--- src/rtl/hb_pkg.sv ---
package hb_pkg;
  typedef enum logic [1:0] {
    LEG_OFF = 2'd0,
    LEG_HI  = 2'd1,
    LEG_LO  = 2'd2
  } leg_e;

  typedef enum logic [2:0] {
    MD_STBY  = 3'd0,
    MD_OFF   = 3'd1,
    MD_FWD   = 3'd2,
    MD_REV   = 3'd3,
    MD_BRAKE = 3'd4,
    MD_CLIM  = 3'd5,
    MD_SCRTY = 3'd6,
    MD_LATCH = 3'd7
  } mode_e;

  typedef enum logic [2:0] {
    PS_RUN   = 3'd0,
    PS_CLIM  = 3'd1,
    PS_SCWT  = 3'd2,
    PS_SCCHK = 3'd3,
    PS_LATCH = 3'd4
  } pstate_e;
endpackage

--- src/rtl/hb_decode.sv ---
module hb_decode
  import hb_pkg::*;
(
  input  logic  dir_a_i,
  input  logic  dir_b_i,
  output leg_e  leg_a_o,
  output leg_e  leg_b_o,
  output mode_e mode_o,
  output logic  drive_o
);
  always_comb begin
    unique case ({dir_a_i, dir_b_i})
      2'b10:   begin leg_a_o = LEG_HI;  leg_b_o = LEG_LO;  mode_o = MD_FWD;   end
      2'b01:   begin leg_a_o = LEG_LO;  leg_b_o = LEG_HI;  mode_o = MD_REV;   end
      2'b11:   begin leg_a_o = LEG_LO;  leg_b_o = LEG_LO;  mode_o = MD_BRAKE; end
      default: begin leg_a_o = LEG_OFF; leg_b_o = LEG_OFF; mode_o = MD_OFF;   end
    endcase
  end

  assign drive_o = dir_a_i ^ dir_b_i;
endmodule

--- src/rtl/hb_debounce.sv ---
module hb_debounce #(
  parameter int DEB_CYC = 4
) (
  input  logic clk_i,
  input  logic rst_ni,
  input  logic clr_i,
  input  logic flag_i,
  output logic hit_o
);
  localparam int CW = $clog2(DEB_CYC + 1);

  logic [CW-1:0] cnt_q;

  always_ff @(posedge clk_i or negedge rst_ni) begin
    if (!rst_ni)                   cnt_q <= '0;
    else if (clr_i || !flag_i)     cnt_q <= '0;
    else if (cnt_q != CW'(DEB_CYC)) cnt_q <= cnt_q + 1'b1;
  end

  assign hit_o = (cnt_q == CW'(DEB_CYC));

  // a hit needs the flag on the edge just before
  a_r6_hit_after_flag: assert property (@(posedge clk_i) disable iff (!rst_ni)
    hit_o |-> $past(flag_i));
endmodule

--- src/rtl/hb_protect.sv ---
module hb_protect
  import hb_pkg::*;
#(
  parameter int DEB_CYC  = 4,
  parameter int HOLD_CYC = 20
) (
  input  logic       clk_i,
  input  logic       rst_ni,
  input  logic       run_en_i,
  input  logic       ocp_i,
  input  logic       drive_i,
  input  logic [1:0] short_i,
  output pstate_e    state_o,
  output logic [1:0] mask_o
);
  localparam int TW = $clog2(HOLD_CYC + 1);

  pstate_e       st_q, st_d;
  logic [TW-1:0] tmr_q;
  logic [1:0]    mask_q;
  logic [1:0]    hit;
  logic          deb_clr;

  assign deb_clr = !run_en_i || (st_q == PS_SCWT);

  for (genvar g = 0; g < 2; g++) begin : g_deb
    hb_debounce #(.DEB_CYC(DEB_CYC)) i_deb (
      .clk_i  (clk_i),
      .rst_ni (rst_ni),
      .clr_i  (deb_clr),
      .flag_i (short_i[g]),
      .hit_o  (hit[g])
    );
  end

  always_comb begin
    st_d = st_q;
    unique case (st_q)
      PS_RUN: begin
        if (|hit)                  st_d = PS_SCWT;
        else if (ocp_i && drive_i) st_d = PS_CLIM;
      end
      PS_CLIM: begin
        if (|hit)              st_d = PS_SCWT;
        else if (tmr_q == '0)  st_d = PS_RUN;
      end
      PS_SCWT:  if (tmr_q == '0) st_d = PS_SCCHK;
      PS_SCCHK: begin
        if (|(hit & mask_q))           st_d = PS_LATCH;
        else if (!(|(short_i & mask_q))) st_d = PS_RUN;
      end
      PS_LATCH: st_d = PS_LATCH;
      default:  st_d = PS_RUN;
    endcase
    if (!run_en_i) st_d = PS_RUN;
  end

  always_ff @(posedge clk_i or negedge rst_ni) begin
    if (!rst_ni) begin
      st_q   <= PS_RUN;
      tmr_q  <= '0;
      mask_q <= '0;
    end else begin
      st_q <= st_d;
      if (tmr_q != '0) tmr_q <= tmr_q - 1'b1;
      if ((st_d == PS_CLIM && st_q != PS_CLIM) || (st_d == PS_SCWT && st_q != PS_SCWT))
        tmr_q <= TW'(HOLD_CYC - 1);
      if (st_d == PS_SCWT && st_q != PS_SCWT) mask_q <= hit;
      else if (st_d == PS_RUN)               mask_q <= '0;
    end
  end

  assign state_o = st_q;
  assign mask_o  = mask_q;

  a_r10_latch_holds: assert property (@(posedge clk_i) disable iff (!rst_ni)
    (st_q == PS_LATCH && run_en_i) |=> st_q == PS_LATCH);
  a_r9_latch_after_retry: assert property (@(posedge clk_i) disable iff (!rst_ni)
    (st_q == PS_LATCH && $past(st_q) != PS_LATCH) |-> $past(st_q) == PS_SCCHK);
  a_r7_wait_has_leg: assert property (@(posedge clk_i) disable iff (!rst_ni)
    st_q == PS_SCWT |-> mask_q != 2'b00);
endmodule

--- src/rtl/hb_deadtime.sv ---
module hb_deadtime
  import hb_pkg::*;
#(
  parameter int DEAD_CYC = 3
) (
  input  logic clk_i,
  input  logic rst_ni,
  input  leg_e req_i,
  output logic hi_o,
  output logic lo_o
);
  localparam int DW = (DEAD_CYC > 0) ? $clog2(DEAD_CYC + 1) : 1;

  leg_e          cur_q;
  logic [DW-1:0] dcnt_q;

  always_ff @(posedge clk_i or negedge rst_ni) begin
    if (!rst_ni) begin
      cur_q  <= LEG_OFF;
      dcnt_q <= '0;
    end else begin
      if (dcnt_q != '0) dcnt_q <= dcnt_q - 1'b1;
      if (req_i != cur_q) begin
        if (cur_q != LEG_OFF) begin
          cur_q  <= LEG_OFF;
          dcnt_q <= DW'(DEAD_CYC);
        end else if (dcnt_q == '0) begin
          cur_q <= req_i;
        end
      end
    end
  end

  assign hi_o = (cur_q == LEG_HI);
  assign lo_o = (cur_q == LEG_LO);

  a_r3_no_overlap: assert property (@(posedge clk_i) disable iff (!rst_ni)
    !(hi_o && lo_o));
  a_r3_hi_from_off: assert property (@(posedge clk_i) disable iff (!rst_ni)
    $rose(hi_o) |-> !$past(lo_o));
  a_r3_lo_from_off: assert property (@(posedge clk_i) disable iff (!rst_ni)
    $rose(lo_o) |-> !$past(hi_o));
endmodule

--- src/rtl/hbridge_ctrl.sv ---
module hbridge_ctrl
  import hb_pkg::*;
#(
  parameter int DEB_CYC  = 4,
  parameter int HOLD_CYC = 20,
  parameter int DEAD_CYC = 3
) (
  input  logic       clk_i,
  input  logic       rst_ni,
  input  logic       run_en_i,
  input  logic       dir_a_i,
  input  logic       dir_b_i,
  input  logic       ocp_i,
  input  logic       short_a_i,
  input  logic       short_b_i,
  input  logic       therm_i,
  input  logic       uvlo_i,
  output logic       a_hi_o,
  output logic       a_lo_o,
  output logic       b_hi_o,
  output logic       b_lo_o,
  output logic [2:0] mode_o
);
  leg_e       dec_a, dec_b;
  mode_e      dec_mode;
  logic       dec_drive;
  logic       flt;
  pstate_e    pst;
  logic [1:0] mask;
  leg_e       req [2];
  logic [1:0] hi, lo;
  mode_e      mode;

  assign flt = therm_i || uvlo_i;

  hb_decode i_dec (
    .dir_a_i (dir_a_i),
    .dir_b_i (dir_b_i),
    .leg_a_o (dec_a),
    .leg_b_o (dec_b),
    .mode_o  (dec_mode),
    .drive_o (dec_drive)
  );

  hb_protect #(.DEB_CYC(DEB_CYC), .HOLD_CYC(HOLD_CYC)) i_prot (
    .clk_i    (clk_i),
    .rst_ni   (rst_ni),
    .run_en_i (run_en_i),
    .ocp_i    (ocp_i),
    .drive_i  (dec_drive && !flt),
    .short_i  ({short_b_i, short_a_i}),
    .state_o  (pst),
    .mask_o   (mask)
  );

  always_comb begin
    req[0] = dec_a;
    req[1] = dec_b;
    if (!run_en_i || flt || pst == PS_LATCH) begin
      req[0] = LEG_OFF;
      req[1] = LEG_OFF;
    end else if (pst == PS_CLIM) begin
      req[0] = LEG_LO;
      req[1] = LEG_LO;
    end else if (pst == PS_SCWT) begin
      if (mask[0]) req[0] = LEG_OFF;
      if (mask[1]) req[1] = LEG_OFF;
    end
  end

  for (genvar g = 0; g < 2; g++) begin : g_leg
    hb_deadtime #(.DEAD_CYC(DEAD_CYC)) i_dt (
      .clk_i  (clk_i),
      .rst_ni (rst_ni),
      .req_i  (req[g]),
      .hi_o   (hi[g]),
      .lo_o   (lo[g])
    );
  end

  always_comb begin
    if (!run_en_i)                           mode = MD_STBY;
    else if (pst == PS_LATCH)                mode = MD_LATCH;
    else if (flt)                            mode = MD_OFF;
    else if (pst == PS_SCWT || pst == PS_SCCHK) mode = MD_SCRTY;
    else if (pst == PS_CLIM)                 mode = MD_CLIM;
    else                                     mode = dec_mode;
  end

  assign a_hi_o = hi[0];
  assign a_lo_o = lo[0];
  assign b_hi_o = hi[1];
  assign b_lo_o = lo[1];
  assign mode_o = mode;

  a_r1_standby_off: assert property (@(posedge clk_i) disable iff (!rst_ni)
    !run_en_i |=> !(a_hi_o || a_lo_o || b_hi_o || b_lo_o));
  a_r11_fault_off: assert property (@(posedge clk_i) disable iff (!rst_ni)
    (therm_i || uvlo_i) |=> !(a_hi_o || a_lo_o || b_hi_o || b_lo_o));
  a_r9_latch_off: assert property (@(posedge clk_i) disable iff (!rst_ni)
    (mode_o == 3'd7) |=> !(a_hi_o || a_lo_o || b_hi_o || b_lo_o));
endmodule

--- config.mk ---
export PLATFORM = sky130hd
export DESIGN_NAME = hbridge_ctrl
export DESIGN_NICKNAME = d
export VERILOG_FILES = /design/src/rtl/hb_pkg.sv /design/src/rtl/hb_decode.sv /design/src/rtl/hb_debounce.sv /design/src/rtl/hb_protect.sv /design/src/rtl/hb_deadtime.sv /design/src/rtl/hbridge_ctrl.sv
export SDC_FILE = /design/constraint.sdc
export NUM_CORES = 1
export LEC_CHECK = 0
export ABC_AREA = 0
export CORE_UTILIZATION = 38
export CTS_CLUSTER_SIZE = 20
export DETAILED_ROUTE_END_ITERATION = 8
export PLACE_DENSITY = 0.66
export SETUP_SLACK_MARGIN = 0.3
export SLEW_MARGIN = 20
export SYNTH_ARGS = -nofsm -noshare
export SYNTH_HDL_FRONTEND = slang
export SYNTH_SLANG_ARGS = --single-unit
--- constraint.sdc ---
create_clock -name clk_i -period 2.5 [get_ports clk_i]
set_clock_uncertainty 0.15 [all_clocks]
set_input_delay 0.25 -clock clk_i [delete_from_list [all_inputs] [get_ports clk_i]]
set_output_delay 0.25 -clock clk_i [all_outputs]
set_load 0.02 [all_outputs]
## After elaboration in Yosys (flattened, before gate mapping)

Index checks and enable logic that the tools add are counted.

- Register bits: 24
- Bits in latches: 0
- Memory bits (writable): 0
- Bits in read-only memories: 0
- Input bits: 10
- Word-level logic and storage cells: 117
- Memories kept: 0

- $add $sub $neg: 5
- Multipliers: 0
- Div/mod/pow operators: 0
- Magnitude comparators: 0
- Eq/ne operators: 21
- Shift-type cells: 0
- Mux-type cells: 40
- Bitwise logic cells: 3
- Reductions and logical operators: 39

Operators with widths:

| cell | count |
|---|---|
| 3-bit two-way mux | 17 |
| 2-bit two-way mux | 14 |
| 2-bit nonzero test | 10 |
| 3-bit case mux with 5 select lines | 1 |
| 4-bit two-way mux | 3 |
| 5-bit two-way mux | 2 |
| 2-bit OR reduction | 5 |
| 3-bit by 2-bit equality test with 1-bit output, second input constant | 3 |
| 3-bit equality test, second input constant | 3 |
| 3-bit case mux with 3 select lines | 1 |
| 2-bit equality test, second input constant | 4 |
| 1-bit logical OR | 8 |
| 2-bit case mux with 2 select lines | 2 |
| 3-bit by 1-bit adder with 3-bit output, second input constant | 2 |
| 2-bit by 1-bit equality test with 1-bit output, second input constant | 3 |
| 3-bit by 1-bit equality test with 1-bit output, second input constant | 2 |
| 3-bit logical NOT | 2 |
| 3-bit inequality test, second input constant | 2 |
| 5-bit logical NOT | 1 |
| 5-bit nonzero test | 1 |
| 5-bit by 1-bit subtractor with 5-bit output, second input constant | 1 |
| 2-bit bitwise AND | 2 |
| 1-bit logical AND | 4 |
| 1-bit logical NOT | 4 |
| other kinds (7) | 11 |

## Depth between registers and ports, before layout

Gate-level depths: netlist (run 1).

- Depth after elaboration: 12
- Mapped depth: 8
- Gate-level depth less buffers: 7

## Modules after synthesis

Synthesis (run 1) repeated with hierarchy kept, for this count alone.

- Cell total of the unflattened synthesis: 218
- Area total of the unflattened synthesis: 1898.1 um^2

By module, submodules not included:

| module | instances | cells an instance | area each (um^2) | sequential area each (um^2) |
|---|---|---|---|---|
| hb_protect | 1 | 84 | 728.2 | 250.2 |
| hb_debounce | 2 | 18 | 182.7 | 75.1 |
| hbridge_ctrl | 1 | 38 | 260.2 | 0.0 |
| hb_deadtime (g_leg[0].i_dt) | 1 | 25 | 235.2 | 100.1 |
| hb_deadtime (g_leg[1].i_dt) | 1 | 25 | 221.5 | 100.1 |
| hb_decode | 1 | 10 | 87.6 | 0.0 |

## Least setup slack after synthesis (run 1)

Ideal clock, no wire load.

- Path type: flip-flop to flip-flop
- From: register i_prot.tmr_q[0]
- To: register i_prot.tmr_q[1]
- Data arrival time: 2.037 ns
- Data required time: 2.276 ns
- Setup slack: 0.239 ns
- Stages on the path, launching flop included: 9
- Buffers on the path: 1
- Period minus slack after synthesis: 2.261 ns
- Path through: dfrtp_1 > inv_1 > ha_1 > or4b_4 > buf_6 > a32oi_4 > nor3_2 > or4_4 > nand3_1

- Longest elaborated chain between the ends: 9

Ends and longest elaborated chain:

| item | RTL line | RTL |
|---|---|---|
| start: declaration | hb_protect.sv:19 | `logic [TW-1:0] tmr_q;` |
| start signal: assignment | hb_protect.sv:65 | `if (tmr_q != '0) tmr_q <= tmr_q - 1'b1;` |
| start signal: assignment | hb_protect.sv:67 | `tmr_q <= TW'(HOLD_CYC - 1);` |
| 5-bit logical NOT | hb_protect.sv:45, hb_protect.sv:47 |  |
| 3-bit two-way mux | hb_protect.sv:45 | `else if (tmr_q == '0) st_d = PS_RUN;` |
| 3-bit two-way mux | hb_protect.sv:44 | `if (\|hit) st_d = PS_SCWT;` |
| 3-bit case mux with 5 select lines | hb_protect.sv:38 | `unique case (st_q)` |
| 3-bit two-way mux | hb_protect.sv:55 | `if (!run_en_i) st_d = PS_RUN;` |
| 3-bit by 1-bit equality test with 1-bit output / 3-bit by 2-bit equality test with 1-bit output (equally long branches) | hb_protect.sv:66 | `if ((st_d == PS_CLIM && st_q != PS_CLIM) \|\| (st_d == PS_SCWT && st_q != PS_SCWT))` |
| 1-bit logical AND | hb_protect.sv:66 |  |
| 1-bit logical OR | hb_protect.sv:66 |  |
| 5-bit two-way mux / 2-bit nonzero test (equally long branches) | n/a |  |

Parallel ways exist; a longest one is shown, timed or not. The select of a mux whose other input is x is not followed.
A chain may end at the register's enable or synchronous reset.

## Worst setup path after layout (run 1)

- From: register i_prot.tmr_q[0]
- To: register i_prot.mask_q[1] (netlist: i_prot.mask_o[1])

- Longest elaborated chain between the ends: 8

Ends and longest elaborated chain:

| item | RTL line | RTL |
|---|---|---|
| 5-bit logical NOT * | hb_protect.sv:45, hb_protect.sv:47 |  |
| 3-bit two-way mux | hb_protect.sv:45 |  |
| 3-bit two-way mux | hb_protect.sv:44 |  |
| 3-bit case mux with 5 select lines * | hb_protect.sv:38 |  |
| 3-bit two-way mux * | hb_protect.sv:55 |  |
| 3-bit by 2-bit equality test with 1-bit output | hb_protect.sv:68 | `if (st_d == PS_SCWT && st_q != PS_SCWT) mask_q <= hit;` |
| 1-bit logical AND | hb_protect.sv:68 |  |
| 2-bit two-way mux / 2-bit nonzero test (equally long branches) | n/a |  |
| end signal: assignment | hb_protect.sv:68 |  |
| end: declaration | hb_protect.sv:20 | `logic [1:0] mask_q;` |

Every way passes the cells marked *; elsewhere a longest branch is shown, timed or not.

==> impl_metrics.csv, run 1 <==
group,metric,value,unit
logic_synthesis,ys_ff_latch,24,
sta,min_period_over_period,88.44,%
clock_network,clock_tree.root_cell,"clkbuf_8",
global_routing,grt_overflow,0,
final_layout,antenna_cells,0,
logic_synthesis,synth_area,1758,um^2
placed_design,hpwlAfterDp,2733,um
route,firstDrtPassIters,4,
sta,setup_viol,0,
global_routing,grt_pass1_vias,1401,
clock_network,cts_made_buffers,3,
floorplan,dieArea,4902,um^2
critical_path,critical_path.startpoint,"i_prot.tmr_q[0]",
final_layout,fin_nets,265,
route,drt_iter0_drc,164,
global_routing,grt_pass1_wl,6423,um
logic_synthesis,synthTopCellsByCount,"dfrtp_1 (24), nand2_1 (19), nor2_1 (18)",
critical_path,startpoint_type,"flip-flop",
final_layout,drive_gt1_share,24.90,%
global_routing,grt_antenna_before_repair,0,
critical_path,critPathCaptureType,"flip-flop",
job,maxCapViolations,0,
floorplan,die-height,70.02,um
logic_synthesis,yosys-top-cells-area,"dfrtp_1 (34%), ha_1 (8.5%), nand3_1 (4.6%)",
sta,setup_ws,289.1,ps
logic_synthesis,ys_warn_count,0,
critical_path,rr_worst_depth,7,
route,routed_wl,3790,um
hold_path,hold_path.class,"in2async",
floorplan,io_pins,17,
power_and_ir_drop,p_leak,1.033,nW
sta,tightest_slew,418.5,ps
power_and_ir_drop,pwr_density_cell,492.5,nW/um^2
logic_synthesis,ys_seq_area_share,34.16,%
power_and_ir_drop,vdd_ir_drop_max,332.1,uV
status,status,"finished clean",
critical_path,crit_required,2540,ps
logic_synthesis,yosysMostFrequentCell,"dfrtp_1",
placed_design,dp_slack,-74.06,ps
clock_network,cts.clk_slew.worst_paths,80,ps
sta,max_slew_margin,72.04,%
global_routing,grt_use_total,16.18,%
placed_design,placed_cell_area,2117,um^2
logic_synthesis,synth_cell_types,48,
clock_network,clk_path_buf_depth,2,
sta,min_period,2211,ps
clock_network,cts_tree,"yes",
final_layout,stdcell_area,2298,um^2
sta,fmax,452.3,MHz
sta,hold_viol_final,0,
route,num_vias,1534,
logic_synthesis,synthFlopType,"dfrtp_1",
route,wire_per_inst,12.94,um
final_layout,area_delta_synth_final,30.75,%
floorplan,initial_core_util,39.82,%
route,antenna_left,0,
route,drcViolationCount,0,
floorplan,die_width,70.02,um
logic_synthesis,yosysTopAreaCellShare,34.16,%
sta,fin_setup_tns,0,ps
logic_synthesis,yosysTopAreaCell,"dfrtp_1",
floorplan,core-area,4414,um^2
sta,slew_violations,0,
critical_path,cp_max_fo,3,
placed_design,routabilityCongestion,0.8245,
sta,whs,189.8,ps
critical_path,worstSetupPathType,"reg2reg",
logic_synthesis,synth_cells,201,
logic_synthesis,syn_area_per_cell,8.746,um^2
clock_network,clkLatencyLatePin,270,ps
sta,rsz0062_at_grt,"true",
critical_path,arrival,2260,ps
critical_path,rr_startpoint,"i_prot.tmr_q[0]",
placed_design,port_buffers,16,
logic_synthesis,synthArstFlopShare,100.0,%
clock_network,cts-htree-levels,1,
clock_network,clkSinkCount,24,
logic_synthesis,synth-edff-count,0,
logic_synthesis,synth_nets,223,
floorplan,num_rows,24,
global_routing,grt_max_degree,25,
route,viasPerCell,5.235,
## routing by layer
layer | up-vias | wire length [um] | track usage, %
met1 | 699 | 1998 | 25.27
met3 | 5 | 151 | 3.030
met5 | - | 0 | 0
met2 | 30 | 1602 | 22.33
li1 | 800 | - | -
met4 | 0 | 38 | 4.667
## critical path, cell delays in order (launching register included)
cell and delay (ps):
dfrtp_1 420, inv_2 90, ha_4 120, or4b_4 500, a32oi_4 260, nor2_2 60, a221oi_2 320, mux2i_1 220
## sequential cells by signal, summed over array words and instances, names as in the netlist
register,flops
i_prot.g_deb.i_deb.cnt_q,6
g_leg.i_dt.cur_q,4
i_prot.tmr_q,5
i_prot.state_o,3
i_prot.mask_o,2
g_leg.i_dt.dcnt_q,4
## area by class of cell
type | count | area (um^2)
clock buffers | 3 | 41.29
fillers | 386 | 2116
multi-input cells | 162 | 1200
inverters | 8 | 30.03
flip-flops and latches | 24 | 601.8
repair buffers | 44 | 360.3
well taps | 52 | 65.06
## metrics by stage
stage               power, mW  instances  utilization, %
floorplan              0.7338        201               -
global placement       0.8160        282           47.96
detailed placement     0.8237        282           47.96
CTS                     1.088        288           49.94
global route            1.225        293           52.07
finish                  1.132        293           52.07
## report_power, final
group	internal [mW]	switching [mW]
Sequential	0.442	0.0506
Clock	0.108	0.124
Combinational	0.216	0.192
Total	0.766	0.366
## timing repair
action / 4_1_cts / 5_1_grt
gates cloned: 0 / 0
resized for setup: 14 / 22
pin swaps: 4 / 9
setup buffers: 3 / 5
hold buffers: 0 / 0
setup endpoints to repair: 10 / 12
hold endpoints to repair: 0 / 0
## cells in the final DEF (no fill, tap or decap), types with 2 or more instances in the layout
master,n
a21boi_0,3
and2_1,2
nor3_1,4
dfrtp_1,23
inv_1,5
nor2_1,16
a21oi_1,8
nand3_2,3
clkbuf_2,2
inv_2,3
o21bai_1,2
clkdlybuf4s50_1,11
nand3_1,13
nand3b_1,2
nor2_2,2
a21o_1,2
nor2b_1,8
or4_1,2
clkbuf_8,3
mux2i_1,6
buf_4,27
o21ai_0,7
nor3b_1,3
nand2b_1,8
ha_1,10
xnor2_1,4
a31oi_1,4
nor3_2,2
or3_1,3
nand2_1,19
## logic make-up (layout without fill, tap and decap cells)
group | count (synthesis) | in the layout | share of synthesized area, %
buffers and inverters | 15 | 55 | 3.771
DFF | 24 | 24 | 34.16
AOI/OAI and AO/OA | 42 | 42 | 18.01
xor gates and xnor gates | 5 | 5 | 2.491
and+or+nand+nor | 96 | 96 | 29.04
adders and majority gates | 12 | 12 | 8.541
muxes | 7 | 7 | 3.986
## path summary, 6_finish.rpt
check | to | slack (ps)
hold reg to reg | g_leg[1].i_dt.dcnt_q[1] | 370
max in group asynchronous | i_prot.state_o[2] | 1740
min in group clk_i | g_leg[1].i_dt.dcnt_q[1] | 370
setup / recovery | i_prot.mask_o[1] | 290
setup reg to reg | i_prot.mask_o[1] | 290
hold / removal | i_prot.g_deb[1].i_deb.cnt_q[2] | 190
Power figures use the tool's default switching activity.
==> run 2, diff against run 1 <==
==> constraint.sdc (replaced) <==
create_clock -name clk_i -period 2.2 [get_ports clk_i]
set_clock_uncertainty 0.15 [all_clocks]
set_input_delay 0.22 -clock clk_i [delete_from_list [all_inputs] [get_ports clk_i]]
set_output_delay 0.22 -clock clk_i [all_outputs]
set_load 0.02 [all_outputs]
==> run 2 against run 1 <==
Effect of this change: the run now ends with negative setup slack left; design area rose by 16%; clock-buffer cell count did not move; wire length rose by 17%; highest routed layer unchanged; combinational power rose by 48%; flip-flop and latch count did not move; largest cell class unchanged; critical path depth rose by 2; core utilization rose by 8.3 points; via count rose by 10%; register-to-register slack got worse by 310 ps; first-iteration DRC count fell by 60%.
==> impl_metrics.csv, run 2 (synthesis results as in run 1) <==
group,metric,value,unit
status,status,"finished with violations",
status,failed_checks,"negative setup slack",
global_routing,grt_use_total,16.88,%
sta,setup_ws,-21.00,ps
critical_path,worstSetupPathType,"reg2reg",
sta,fin_setup_tns,-112.6,ps
sta,hold_viol_final,0,
floorplan,num_rows,24,
route,routed_wl,4419,um
placed_design,hpwlAfterDp,2845,um
placed_design,routabilityCongestion,0.7940,
floorplan,dieArea,4902,um^2
global_routing,grt_pass1_vias,1556,
clock_network,cts.clk_slew.worst_paths,90,ps
floorplan,core-area,4414,um^2
power_and_ir_drop,vdd_ir_drop_max,275.3,uV
global_routing,grt_overflow,0,
route,firstDrtPassIters,4,
route,antenna_left,0,
power_and_ir_drop,p_leak,1.229,nW
critical_path,critPathCaptureType,"flip-flop",
sta,whs,152.7,ps
sta,tightest_slew,481.5,ps
global_routing,grt_pass1_wl,6851,um
clock_network,clkLatencyLatePin,270,ps
clock_network,cts_tree,"yes",
final_layout,top_regs,"i_prot.g_deb.i_deb.cnt_q (6), i_prot.tmr_q (5)",
final_layout,regMostFlops,"i_prot.g_deb.i_deb.cnt_q",
clock_network,clk_path_buf_depth,2,
power_and_ir_drop,pwr_density_cell,580.1,nW/um^2
global_routing,grt_antenna_before_repair,0,
final_layout,final_common_cell,"buf_4",
route,viasPerCell,5.274,
final_layout,drive_gt1_share,39.41,%
route,drt_iter0_drc,66,
job,maxCapViolations,0,
clock_network,cts_made_buffers,3,
final_layout,stdcell_area,2664,um^2
floorplan,die-height,70.02,um
final_layout,largest_reg_flops,6,
critical_path,crit_required,2210,ps
sta,min_period,2221,ps
floorplan,io_pins,17,
power_and_ir_drop,finalPower,1.545,mW
clock_network,cts-htree-levels,1,
clock_network,clock_tree.root_cell,"clkbuf_8",
placed_design,dp_cells,297,
final_layout,fin_nets,292,
critical_path,startpoint_type,"flip-flop",
final_layout,nFillCells,357,
floorplan,die_width,70.02,um
sta,min_period_over_period,101.0,%
route,drcViolationCount,0,
route,num_vias,1693,
floorplan,initial_core_util,39.82,%
final_layout,multi_input_area,1284,um^2
clock_network,clkSinkCount,24,
sta,fmax,450.2,MHz
hold_path,hold_path.class,"in2async",
sta,setup_viol,7,
sta,max_slew_margin,67.90,%
global_routing,grt_max_degree,25,
sta,rsz0062_at_grt,"true",
sta,slew_violations,0,
final_layout,fin_cells,321,
critical_path,arrival,2240,ps
final_layout,final_cell_mix,"buf_4 (47), dfrtp_1 (21), nand2_1 (18)",
final_layout,antenna_cells,0,
placed_design,port_buffers,16,
final_layout,area_delta_synth_final,51.53,%
route,wire_per_inst,13.77,um
placed_design,placed_cell_area,2235,um^2
final_layout,regArea,604.3,um^2
critical_path,cp_max_fo,5,
## run 2: final timing paths
check / startpoint / slack (ps) / to / cells after the start
setup / recovery: i_prot.tmr_q[1] / -20 / i_prot.tmr_q[3] / 9
hold / removal: rst_ni / 150 / g_leg[1].i_dt.dcnt_q[1] / 2
setup reg to reg: i_prot.tmr_q[1] / -20 / i_prot.tmr_q[3] / 9
hold reg to reg: g_leg[1].i_dt.dcnt_q[0] / 370 / g_leg[1].i_dt.dcnt_q[1] / 2
max in group asynchronous: rst_ni / 1500 / i_prot.state_o[1] / 2
min in group clk_i: g_leg[1].i_dt.dcnt_q[0] / 370 / g_leg[1].i_dt.dcnt_q[1] / 2
## run 2: cell type report
cell class	count	area share (%)
clock buffer	3	1.550
tap	52	2.442
sequential	24	22.69
timing repair buffer	71	22.87
clock inverter	1	1.127
multi-input combinational	162	48.19
inverter	8	1.127
## run 2: metal layers
metal  share of wire [%]  global-route usage [%]  routed length, um  vias up
met4                 1.4                   4.889                 62        0
met1                  48                   23.84               2100      797
met2                  48                   27.35               2104       32
met3                 3.4                   1.732                152        8
met5                   0                       0                  0        -
li1                    -                       -                  -      856
## run 2: critical path, stage by stage (launching register included)
cell	delay (ps)
dfrtp_1	410
inv_2	90
ha_4	130
or4b_4	480
a32oi_4	270
nor3_4	100
buf_4	150
nor4_2	140
buf_4	160
nor3_2	40
## run 2: stage by stage
| stage | util [%] | setup slack (ps) |
|---|---|---|
| 2_1_floorplan | - | -29.07 |
| 3_3_place_gp | 50.62 | -328.3 |
| 3_5_place_dp | 50.62 | -383.4 |
| 4_1_cts | 54.45 | -13.12 |
| 5_1_grt | 60.35 | -103.5 |
| 6_report | 60.35 | -21.00 |
## run 2: report_power, final
part / switching (mW) / internal [mW]
clock network: 0.148 / 0.243
registers: 0.0502 / 0.502
logic: 0.276 / 0.326
total: 0.474 / 1.07
## run 2: repair_timing
action / in CTS / in global routing
gates resized for setup: 35 / 40
hold buffers: 0 / 0
endpoints found under the setup margin: 23 / 19
setup buffers: 5 / 15
pin swaps: 6 / 12
gates cloned: 0 / 0
==> run 3, diff against run 2 <==
--- a/config.mk
+++ b/config.mk
@@ -11,7 +11,6 @@
 export DETAILED_ROUTE_END_ITERATION = 8
 export PLACE_DENSITY = 0.66
 export SETUP_SLACK_MARGIN = 0.3
-export SLEW_MARGIN = 20
 export SYNTH_ARGS = -nofsm -noshare
 export SYNTH_HDL_FRONTEND = slang
 export SYNTH_SLANG_ARGS = --single-unit
==> results of run 3 <==
The final DEF is identical to that of run 2; final timing and power are the same.
